[src/rtl/dec_flag_pkg.sv]
package dec_flag_pkg;
  localparam int DATA_W  = 64;
  localparam int NIB_W   = 4;
  localparam int PAR_W   = 8;
  localparam int FLAG_W  = 6;

  typedef enum logic [1:0] {
    SZ_BYTE = 2'd0,
    SZ_HALF = 2'd1,
    SZ_WORD = 2'd2,
    SZ_FULL = 2'd3
  } opsz_e;

  // bit 5 .. bit 0
  typedef struct packed {
    logic ovf;
    logic sgn;
    logic zro;
    logic aux;
    logic par;
    logic cry;
  } flags_t;

  function automatic int size_bits(opsz_e sz);
    return 8 << sz;
  endfunction
endpackage

[src/rtl/dec_width_mask.sv]
module dec_width_mask
  import dec_flag_pkg::*;
#(
  parameter int W = DATA_W
) (
  input  opsz_e         size,
  output logic [W-1:0]  lane_mask,
  output logic [W-1:0]  top_mask
);
  int nbits;

  always_comb begin
    nbits = size_bits(size);
    if (nbits > W) nbits = W;
  end

  for (genvar i = 0; i < W; i++) begin : g_bit
    assign lane_mask[i] = (i < nbits);
    assign top_mask[i]  = (i == nbits - 1);
  end
endmodule

[src/rtl/dec_core.sv]
module dec_core
  import dec_flag_pkg::*;
#(
  parameter int W = DATA_W
) (
  input  logic [W-1:0] operand,
  input  opsz_e        size,
  input  logic [W-1:0] lane_mask,
  output logic [W-1:0] result
);
  localparam logic [W-1:0] ONE = {{(W-1){1'b0}}, 1'b1};

  logic [W-1:0] full_dec;
  logic [W-1:0] upper_keep;

  always_comb begin
    full_dec = operand - ONE;
    // 32-bit writes zero the upper half; narrower sizes merge
    if (size == SZ_WORD) upper_keep = '0;
    else                 upper_keep = operand & ~lane_mask;
    result = (full_dec & lane_mask) | upper_keep;
  end
endmodule

[src/rtl/dec_flag_gen.sv]
module dec_flag_gen
  import dec_flag_pkg::*;
#(
  parameter int W = DATA_W
) (
  input  logic [W-1:0] operand,
  input  logic [W-1:0] result,
  input  logic [W-1:0] lane_mask,
  input  logic [W-1:0] top_mask,
  input  flags_t       flags_in,
  output flags_t       flags_out
);
  always_comb begin
    flags_out.cry = flags_in.cry;
    flags_out.ovf = ((operand & lane_mask) == top_mask);
    flags_out.sgn = |(result & top_mask);
    flags_out.zro = ~|(result & lane_mask);
    flags_out.aux = ~|operand[NIB_W-1:0];
    flags_out.par = ~^result[PAR_W-1:0];
  end
endmodule

[src/rtl/dec_out_stage.sv]
module dec_out_stage
  import dec_flag_pkg::*;
#(
  parameter int W = DATA_W
) (
  input  logic         clk,
  input  logic         rst,
  input  logic         up_valid,
  output logic         up_ready,
  input  logic [W-1:0] up_result,
  input  flags_t       up_flags,
  output logic         dn_valid,
  input  logic         dn_ready,
  output logic [W-1:0] dn_result,
  output flags_t       dn_flags
);
  logic take;

  assign up_ready = !dn_valid || dn_ready;
  assign take     = up_valid && up_ready;

  always_ff @(posedge clk) begin
    if (rst) begin
      dn_valid <= 1'b0;
    end else if (up_ready) begin
      dn_valid <= up_valid;
    end
  end

  always_ff @(posedge clk) begin
    if (take) begin
      dn_result <= up_result;
      dn_flags  <= up_flags;
    end
  end
endmodule

[src/rtl/dec_flag_unit.sv]
module dec_flag_unit
  import dec_flag_pkg::*;
#(
  parameter int W = DATA_W
) (
  input  logic              clk,
  input  logic              rst,
  input  logic              in_valid,
  output logic              in_ready,
  input  logic [W-1:0]      in_operand,
  input  logic [1:0]        in_size,
  input  logic [FLAG_W-1:0] in_flags,
  output logic              out_valid,
  input  logic              out_ready,
  output logic [W-1:0]      out_result,
  output logic [FLAG_W-1:0] out_flags
);
  opsz_e        sz;
  logic [W-1:0] lane_mask;
  logic [W-1:0] top_mask;
  logic [W-1:0] result;
  flags_t       fl_in;
  flags_t       fl_new;
  flags_t       fl_q;

  assign sz    = opsz_e'(in_size);
  assign fl_in = flags_t'(in_flags);

  dec_width_mask #(.W(W)) u_mask (
    .size      (sz),
    .lane_mask (lane_mask),
    .top_mask  (top_mask)
  );

  dec_core #(.W(W)) u_core (
    .operand   (in_operand),
    .size      (sz),
    .lane_mask (lane_mask),
    .result    (result)
  );

  dec_flag_gen #(.W(W)) u_flags (
    .operand   (in_operand),
    .result    (result),
    .lane_mask (lane_mask),
    .top_mask  (top_mask),
    .flags_in  (fl_in),
    .flags_out (fl_new)
  );

  dec_out_stage #(.W(W)) u_out (
    .clk       (clk),
    .rst       (rst),
    .up_valid  (in_valid),
    .up_ready  (in_ready),
    .up_result (result),
    .up_flags  (fl_new),
    .dn_valid  (out_valid),
    .dn_ready  (out_ready),
    .dn_result (out_result),
    .dn_flags  (fl_q)
  );

  assign out_flags = fl_q;
endmodule

[config.mk]
export PLATFORM = sky130hd
export DESIGN_NAME = dec_flag_unit
export DESIGN_NICKNAME = d
export VERILOG_FILES = /design/src/rtl/dec_flag_pkg.sv /design/src/rtl/dec_width_mask.sv /design/src/rtl/dec_core.sv /design/src/rtl/dec_flag_gen.sv /design/src/rtl/dec_out_stage.sv /design/src/rtl/dec_flag_unit.sv
export SDC_FILE = /design/constraint.sdc
export NUM_CORES = 1
export LEC_CHECK = 0
export ABC_AREA = 1
export BUFFER_PORTS_ARGS = -buffer_cell sky130_fd_sc_hd__buf_2
export CORE_MARGIN = 5
export CORE_UTILIZATION = 50
export CTS_CLUSTER_DIAMETER = 50
export DETAILED_ROUTE_END_ITERATION = 12
export PLACE_DENSITY = 0.71
export SLEW_MARGIN = 0
export SYNTH_ARGS = -nofsm -noshare
export SYNTH_HDL_FRONTEND = slang
export SYNTH_HIERARCHICAL = 1
export SYNTH_SLANG_ARGS = --single-unit
[constraint.sdc]
create_clock -name clk -period 5.7 [get_ports clk]
set_input_delay 0 -clock clk [delete_from_list [all_inputs] [get_ports clk]]
set_output_delay 0 -clock clk [all_outputs]
set_load 0.05 [all_outputs]
==> summary.md, run 1 <==
| Metric | Value |
|---|---|
| Synth Cell Area | `8400 um2` |
| Crit. End Element | `flip-flop` |
| M3 GR Usage | `0.0364` |
| Die area | `19500 um2` |
| Period Utilization, post-route | `0.500` |
| Synth top cells by count | `nand2_1, inv_1, nor2_1, nand3_1, buf_4` |
| Syn_area_per_cell | `6.03 um2` |
| Initial antenna violation count | `0` |
| DRT Pass-1 Iters | `5` |
| Clock transition at the registers of the reported paths | `0.06 ns` |
| Startpoint Class | `primary input` |
| DRT iter0 DRCs | `884` |
| Yosys cell types | `39` |
| Max Root-Sink Buffers | `2` |
| Worst rel slew slack | `0.278` |
| Reg2reg setup slack | `3.54 ns` |
| Crit Path Max Fanout | `90` |
| Design area | `9020 um2` |
| Area contributors post-synth | `edfxtp_1, nand2_1, buf_4` |
| Remaining DRCs | `0` |
| Antenna Cells | `0` |
| Asr flop ratio synth | `0` |
| # clock sinks | `71` |
| Vias in the first global route | `7477` |
| Cells after synthesis | `1394` |
| PortBufs | `142` |
| Post CTS Setup Buffer Count | `0` |
| Outcome | `finished, final reports clean` |
| Worst Skew | `0.00719 ns` |
| Period minus WS final | `2.85 ns` |
| Post-synthesis sequential area ratio | `0.253` |
| Met2 GRT Util | `0.361` |
| Power density cells | `186 nW/um2` |
| TritonCTS clock tree | `yes` |
| Max Slew Vio Count | `0` |
| Post-DP HPWL | `17.8 mm` |
| Class of the most critical hold timing path | `in2reg` |
| Wire length per cell | `13.5 um` |
| Worst hold slack | `0.0245 ns` |
| CTS root buf | `clkbuf_16` |
| Gpl congestion | `0.922` |
| Post-Route WL | `23.1 mm` |
| RSZ-0062 raised after global routing | `no` |
| TNS Setup | `0 ns` |
| Worst EP arrival | `3.05 ns` |
| Via Count | `8682` |
| Most used DFF post-synth | `edfxtp_1` |
| Global routing's busiest layer | `met2` |
| Most frequent cell after synthesis | `nand2_1` |
| Fmax | `0.351 GHz` |
| Leakage | `0.00437 uW` |
| Placed cell count | `1695` |
| Synth warn | `6` |
| Worst slew pin tran | `1.08 ns` |
| Worst vdd ir | `0.139 mV` |
| Largest net degree at the start of global routing | `96` |
| Starting Density | `0.509` |
| DR vias/cell | `5.07` |
| Final hold violations | `0` |
| Final non-filler cell total | `1714` |
| First-pass GRT wire length | `37.2 mm` |
| Maximum capacitance violations | `0` |
| Clk_lat worst skew | `0.35 ns` |
| Final #Nets | `1568` |
| Cell Area, Placed | `8730 um2` |
| GRT Total Usage | `0.232` |
| Core region area | `16500 um2` |
| Worst path most repeated cell | `nor2_1` |
| H-tree depth | `3` |
| Ports | `148` |
| Synth top area share | `0.250` |
| Post-synth EDFFs | `70` |
| Max stage delay cell, worst path | `inv_1` |
| CTS buffer count | `9` |
| Die X | `140 um` |
| Antenna Nets Post-Route | `0` |
| Crit path required time | `5.90 ns` |
| Worst setup path class | `in2reg` |
| Final setup violation count | `0` |
| Proportion of layout cells with a drive suffix above 1 | `0.131` |
| CP peak stage delay | `0.85 ns` |
| Cells along the critical path | `buf_2 > buf_4 > nor2_1 > inv_1 > nand3_1 > o21ai_0 > inv_1 > a22o_1 > nor2_1 > nand2_1 > nor2_1 > nand2_1 > nor2_1` |
| GR Util met1 | `0.331` |
| #FFs+latches synth | `71` |
| Die height | `140 um` |
| Site Rows | `47` |
| Leading area contributor after synthesis | `edfxtp_1` |
| Area delta synth->final | `7.36%` |
| Grt total ovfl | `0` |
## stage by stage
step / setup slack [ns] / power (uW) / utilization
after floorplan: 1.19 / 1090 / -
after global routing: 2.54 / 1780 / 0.546
after CTS: 2.87 / 1690 / 0.546
after global placement: 2.60 / 1160 / 0.529
final: 2.85 / 1680 / 0.546
after detailed placement: 2.52 / 1170 / 0.529
## where the power goes
part,leakage [uW],switching [uW],internal (uW)
sequential,0.000693,8.01,620
combinational,0.00356,399,146
clock,0.000124,217,290
## final cells by class
cell class	instances	area, um2
multi-input cells	1073	4900
fillers	1747	7500
well taps	220	275
flip-flops and latches	71	2120
clock inverters	5	25.0
repair buffers	149	771
inverters	185	697
clock buffers	11	233
## registers in the layout (all words and copies together), names as in the netlist
name / count
u_out/dn_flags: 6
u_out/dn_valid: 1
u_out/dn_result: 64
## path summary, 6_finish.rpt
check                 start             endpoint  cells after the start
min           in_operand[1]    u_out/dn_flags[2]                      2
max              in_size[1]    u_out/dn_flags[3]                     13
max reg2reg  u_out/dn_valid  u_out/dn_result[28]                      2
min reg2reg  u_out/dn_valid  u_out/dn_result[13]                      1
## layer usage
layer / part of all wire / wire length [um]
met1: 0.46 / 10600
met3: 0.078 / 1790
met5: 0 / 0
met4: 0.023 / 522
met2: 0.44 / 10300
## cell usage in the layout (no fill, tap or decap), drive strengths merged, types with 22 or more instances in the layout
| cell type | n |
|---|---|
| inv | 184 |
| buf | 146 |
| a22o | 22 |
| conb | 67 |
| edfxtp | 70 |
| nand3 | 138 |
| nand2 | 485 |
| nand4 | 42 |
| nor2 | 178 |
| o21ai | 80 |
## worst max-delay path, delay by kind of cell
family,cells,cell delay [ns]
buffers and inverters,4,1.69
AO/OA/AOI/OAI,2,0.44
AND/OR/NAND/NOR,7,0.91
## cells by family after synthesis
group                    after synthesis  synth area share
AO/OA/AOI/OAI                        109            0.0755
XOR/XNOR                               7           0.00730
adder cells (fa/ha/maj)                3           0.00447
buffers and inverters                315             0.195
flip-flops                            71             0.253
multiplexers                           5           0.00596
other                                  2          0.000894
AND/OR/NAND/NOR                      882             0.458
## what timing repair did
action | in CTS | in global routing
setup endpoints to repair | 0 | 0
resized for setup | 0 | 0
hold endpoints to repair | 2 | 0
hold buffers | 3 | 0
(Power assumes the default switching activity.)
==> run 2, diff against run 1 <==
Clock period 5.7 ns to 2.87 ns, I/O delays scaled along.
==> summary.md, run 2 (synthesis gave the netlist of run 1 again) <==
| Metric | Value |
|---|---|
| DRT Pass-1 Iters | `6 (+1)` |
| Crit path required time | `3.08 ns (-2.82 ns)` |
| # clock sinks | `71 (unchanged)` |
| Post-Route WL | `23.0 mm (-0.76%)` |
| First-pass GRT wire length | `36.9 mm (-0.76%)` |
| Maximum capacitance violations | `0 (unchanged)` |
| Area delta synth->final | `8.25%` |
| DR vias/cell | `4.99 (-1.4%)` |
| Crit path launch | `in_operand[3]` |
| Core region area | `16500 um2 (unchanged)` |
| Die area | `19500 um2 (unchanged)` |
| Vias in the first global route | `7490 (+0.17%)` |
| Final setup violation count | `0 (unchanged)` |
| Fmax | `0.466 GHz` |
| Remaining DRCs | `0 (unchanged)` |
| RSZ-0062 raised after global routing | `no` |
| Post-DP HPWL | `18.0 mm (+1.0%)` |
| Commonest cells after routing, fill and taps aside | `nand2_1, inv_1, nor2_1` |
| Grt total ovfl | `0 (unchanged)` |
| Fin util | `0.550 (+0.00454)` |
| Switching Share | `0.366 (-0.00570)` |
| Outcome | `finished, final reports clean` |
| Starting Density | `0.509 (unchanged)` |
| Clock group share of total power | `0.307 (+0.005)` |
| Sw Pwr | `1230 uW (+98%)` |
| Worst hold stages | `2 (unchanged)` |
| Final WS setup | `0.723 ns (-2.13 ns)` |
| Final #Nets | `1574 (+0.38%)` |
| Worst slew pin tran | `0.715 ns (-0.367 ns)` |
| Worst Skew | `0.00781 ns (+0.000624 ns)` |
| Largest reg by FF count | `u_out/dn_result` |
| Crit. End Element | `flip-flop` |
| Worst rel slew slack | `0.523 (+0.245)` |
| Final hold violations | `0 (unchanged)` |
| Top flop regs | `u_out/dn_result (64), u_out/dn_flags (6), u_out/dn_valid (1)` |
| Worst EP arrival | `2.36 ns (-0.69 ns)` |
| Die height | `140 um (unchanged)` |
| Via Count | `8587 (-1.1%)` |
| Largest net degree at the start of global routing | `97 (+1.0%)` |
| Period minus WS final | `2.15 ns` |
| Crit Path Max Fanout | `7 (-92%)` |
| Clock transition at the registers of the reported paths | `0.06 ns (about the same)` |
| TNS Setup | `0 ns (unchanged)` |
| Die X | `140 um (unchanged)` |
| Commonest non-fill, non-tap cell in the layout | `nand2_1` |
| Worst setup path class | `in2reg` |
| Final Power | `3370 uW (+100%)` |
| Hold Path Origin | `in_operand[1]` |
| PortBufs | `142 (unchanged)` |
| DRT iter0 DRCs | `753 (-15%)` |
| Clk_lat worst skew | `0.35 ns (about the same)` |
| Site Rows | `47 (unchanged)` |
| Comb power frac | `0.323 (about the same)` |
| Total of fill cells in the finished design | `1691 (-3.2%)` |
| Power density cells | `371 nW/um2 (+99%)` |
| Post CTS Setup Buffer Count | `0 (unchanged)` |
| Internal cell power | `2140 uW (+100%)` |
| RR Startpoint | `u_out/dn_valid` |
| Wire length per cell | `13.3 um (-1.1%)` |
| Reg power frac | `0.370 (-0.004)` |
| Max Slew Vio Count | `0 (unchanged)` |
| # hold bufs at CTS | `3 (unchanged)` |
| Register-to-Register Path Depth | `2 (unchanged)` |
| GRT Total Usage | `0.230 (-0.00159)` |
| Antenna Cells | `0 (unchanged)` |
| CTS buffer count | `9 (unchanged)` |
| Initial antenna violation count | `0 (unchanged)` |
| Max Root-Sink Buffers | `2 (unchanged)` |
| Proportion of layout cells with a drive suffix above 1 | `0.133 (+0.00281)` |
| TritonCTS clock tree | `yes` |
| Ports | `148 (unchanged)` |
| Gpl congestion | `0.946 (+2.7%)` |
| CTS root buf | `clkbuf_16` |
| Startpoint Class | `primary input` |
| CTS resizes | `0 (unchanged)` |
| Post-place setup slack | `0.408 ns (-2.11 ns)` |
| Antenna Nets Post-Route | `0 (unchanged)` |
| Period Utilization, post-route | `0.748` |
| Worst vdd ir | `0.290 mV (+110%)` |
| Max reg flops | `64 (unchanged)` |
| Leakage | `0.00441 uW (+0.92%)` |
| H-tree depth | `3 (unchanged)` |
| Class of the most critical hold timing path | `in2reg` |
run 2: changes by cell type in the layout (fill, tap and decap cells not counted):
cell / change
clkinv_1: -2
buf_4: +4
clkbuf_8: +1
clkinv_2: -1
buf_12: +2
clkbuf_1: +3
clkinvlp_4: -1
run 2: routing by layer:
layer  share of wire  global-route usage
met4           0.022              0.0785
met5               0                   0
met1            0.47               0.326
met3           0.068              0.0312
met2            0.44               0.362
run 2: final timing paths:
path	end	slack [ns]
worst max-delay path	u_out/dn_flags[3]	0.72
worst min register to register	u_out/dn_result[34]	0.76
worst min-delay path	u_out/dn_flags[2]	0.03
worst max register to register	u_out/dn_result[28]	1.23
run 2: cell type report:
type | instances | area [um2] | share of cell area
Clock buffer | 15 | 258 | 0.0283
Clock inverter | 1 | 5.00 | 0.000550
Inverter | 185 | 697 | 0.0766
Multi-Input combinational cell | 1073 | 4900 | 0.539
Sequential cell | 71 | 2120 | 0.233
Tap cell | 220 | 275 | 0.0303
Timing Repair Buffer | 155 | 841 | 0.0924
run 2: per-stage QoR:
stage	hold WS [ns]	cell area, um2	std cells
global placement	0.162	8800	1701
global route	0.0630	9100	1720
detailed placement	0.165	8800	1701
CTS	0.0206	9100	1720
finish	0.0293	9100	1720
floorplan	0.0624	8660	1459
run 2: power groups by stage:
stage | Combinational, uW | Sequential, uW | Clock [uW]
CTS | 1070 | 1250 | 1070
global route | 1210 | 1250 | 1110
floorplan | 634 | 1530 | 0
detailed placement | 1060 | 1270 | 0
finish | 1090 | 1250 | 1030
global placement | 1060 | 1270 | 0
run 2: critical path, stage by stage:
cell and delay, ns:
buf_2 0.15, nor2_1 0.19, nand2_1 0.07, nor2_1 0.31
nand2_1 0.10, nor2_1 0.33, nand3_1 0.22, nand2_1 0.10
o21ai_1 0.10, a22o_1 0.21, nor2_1 0.13, nand2_1 0.06
nor2_1 0.20, nand2_1 0.09, nor2_1 0.10
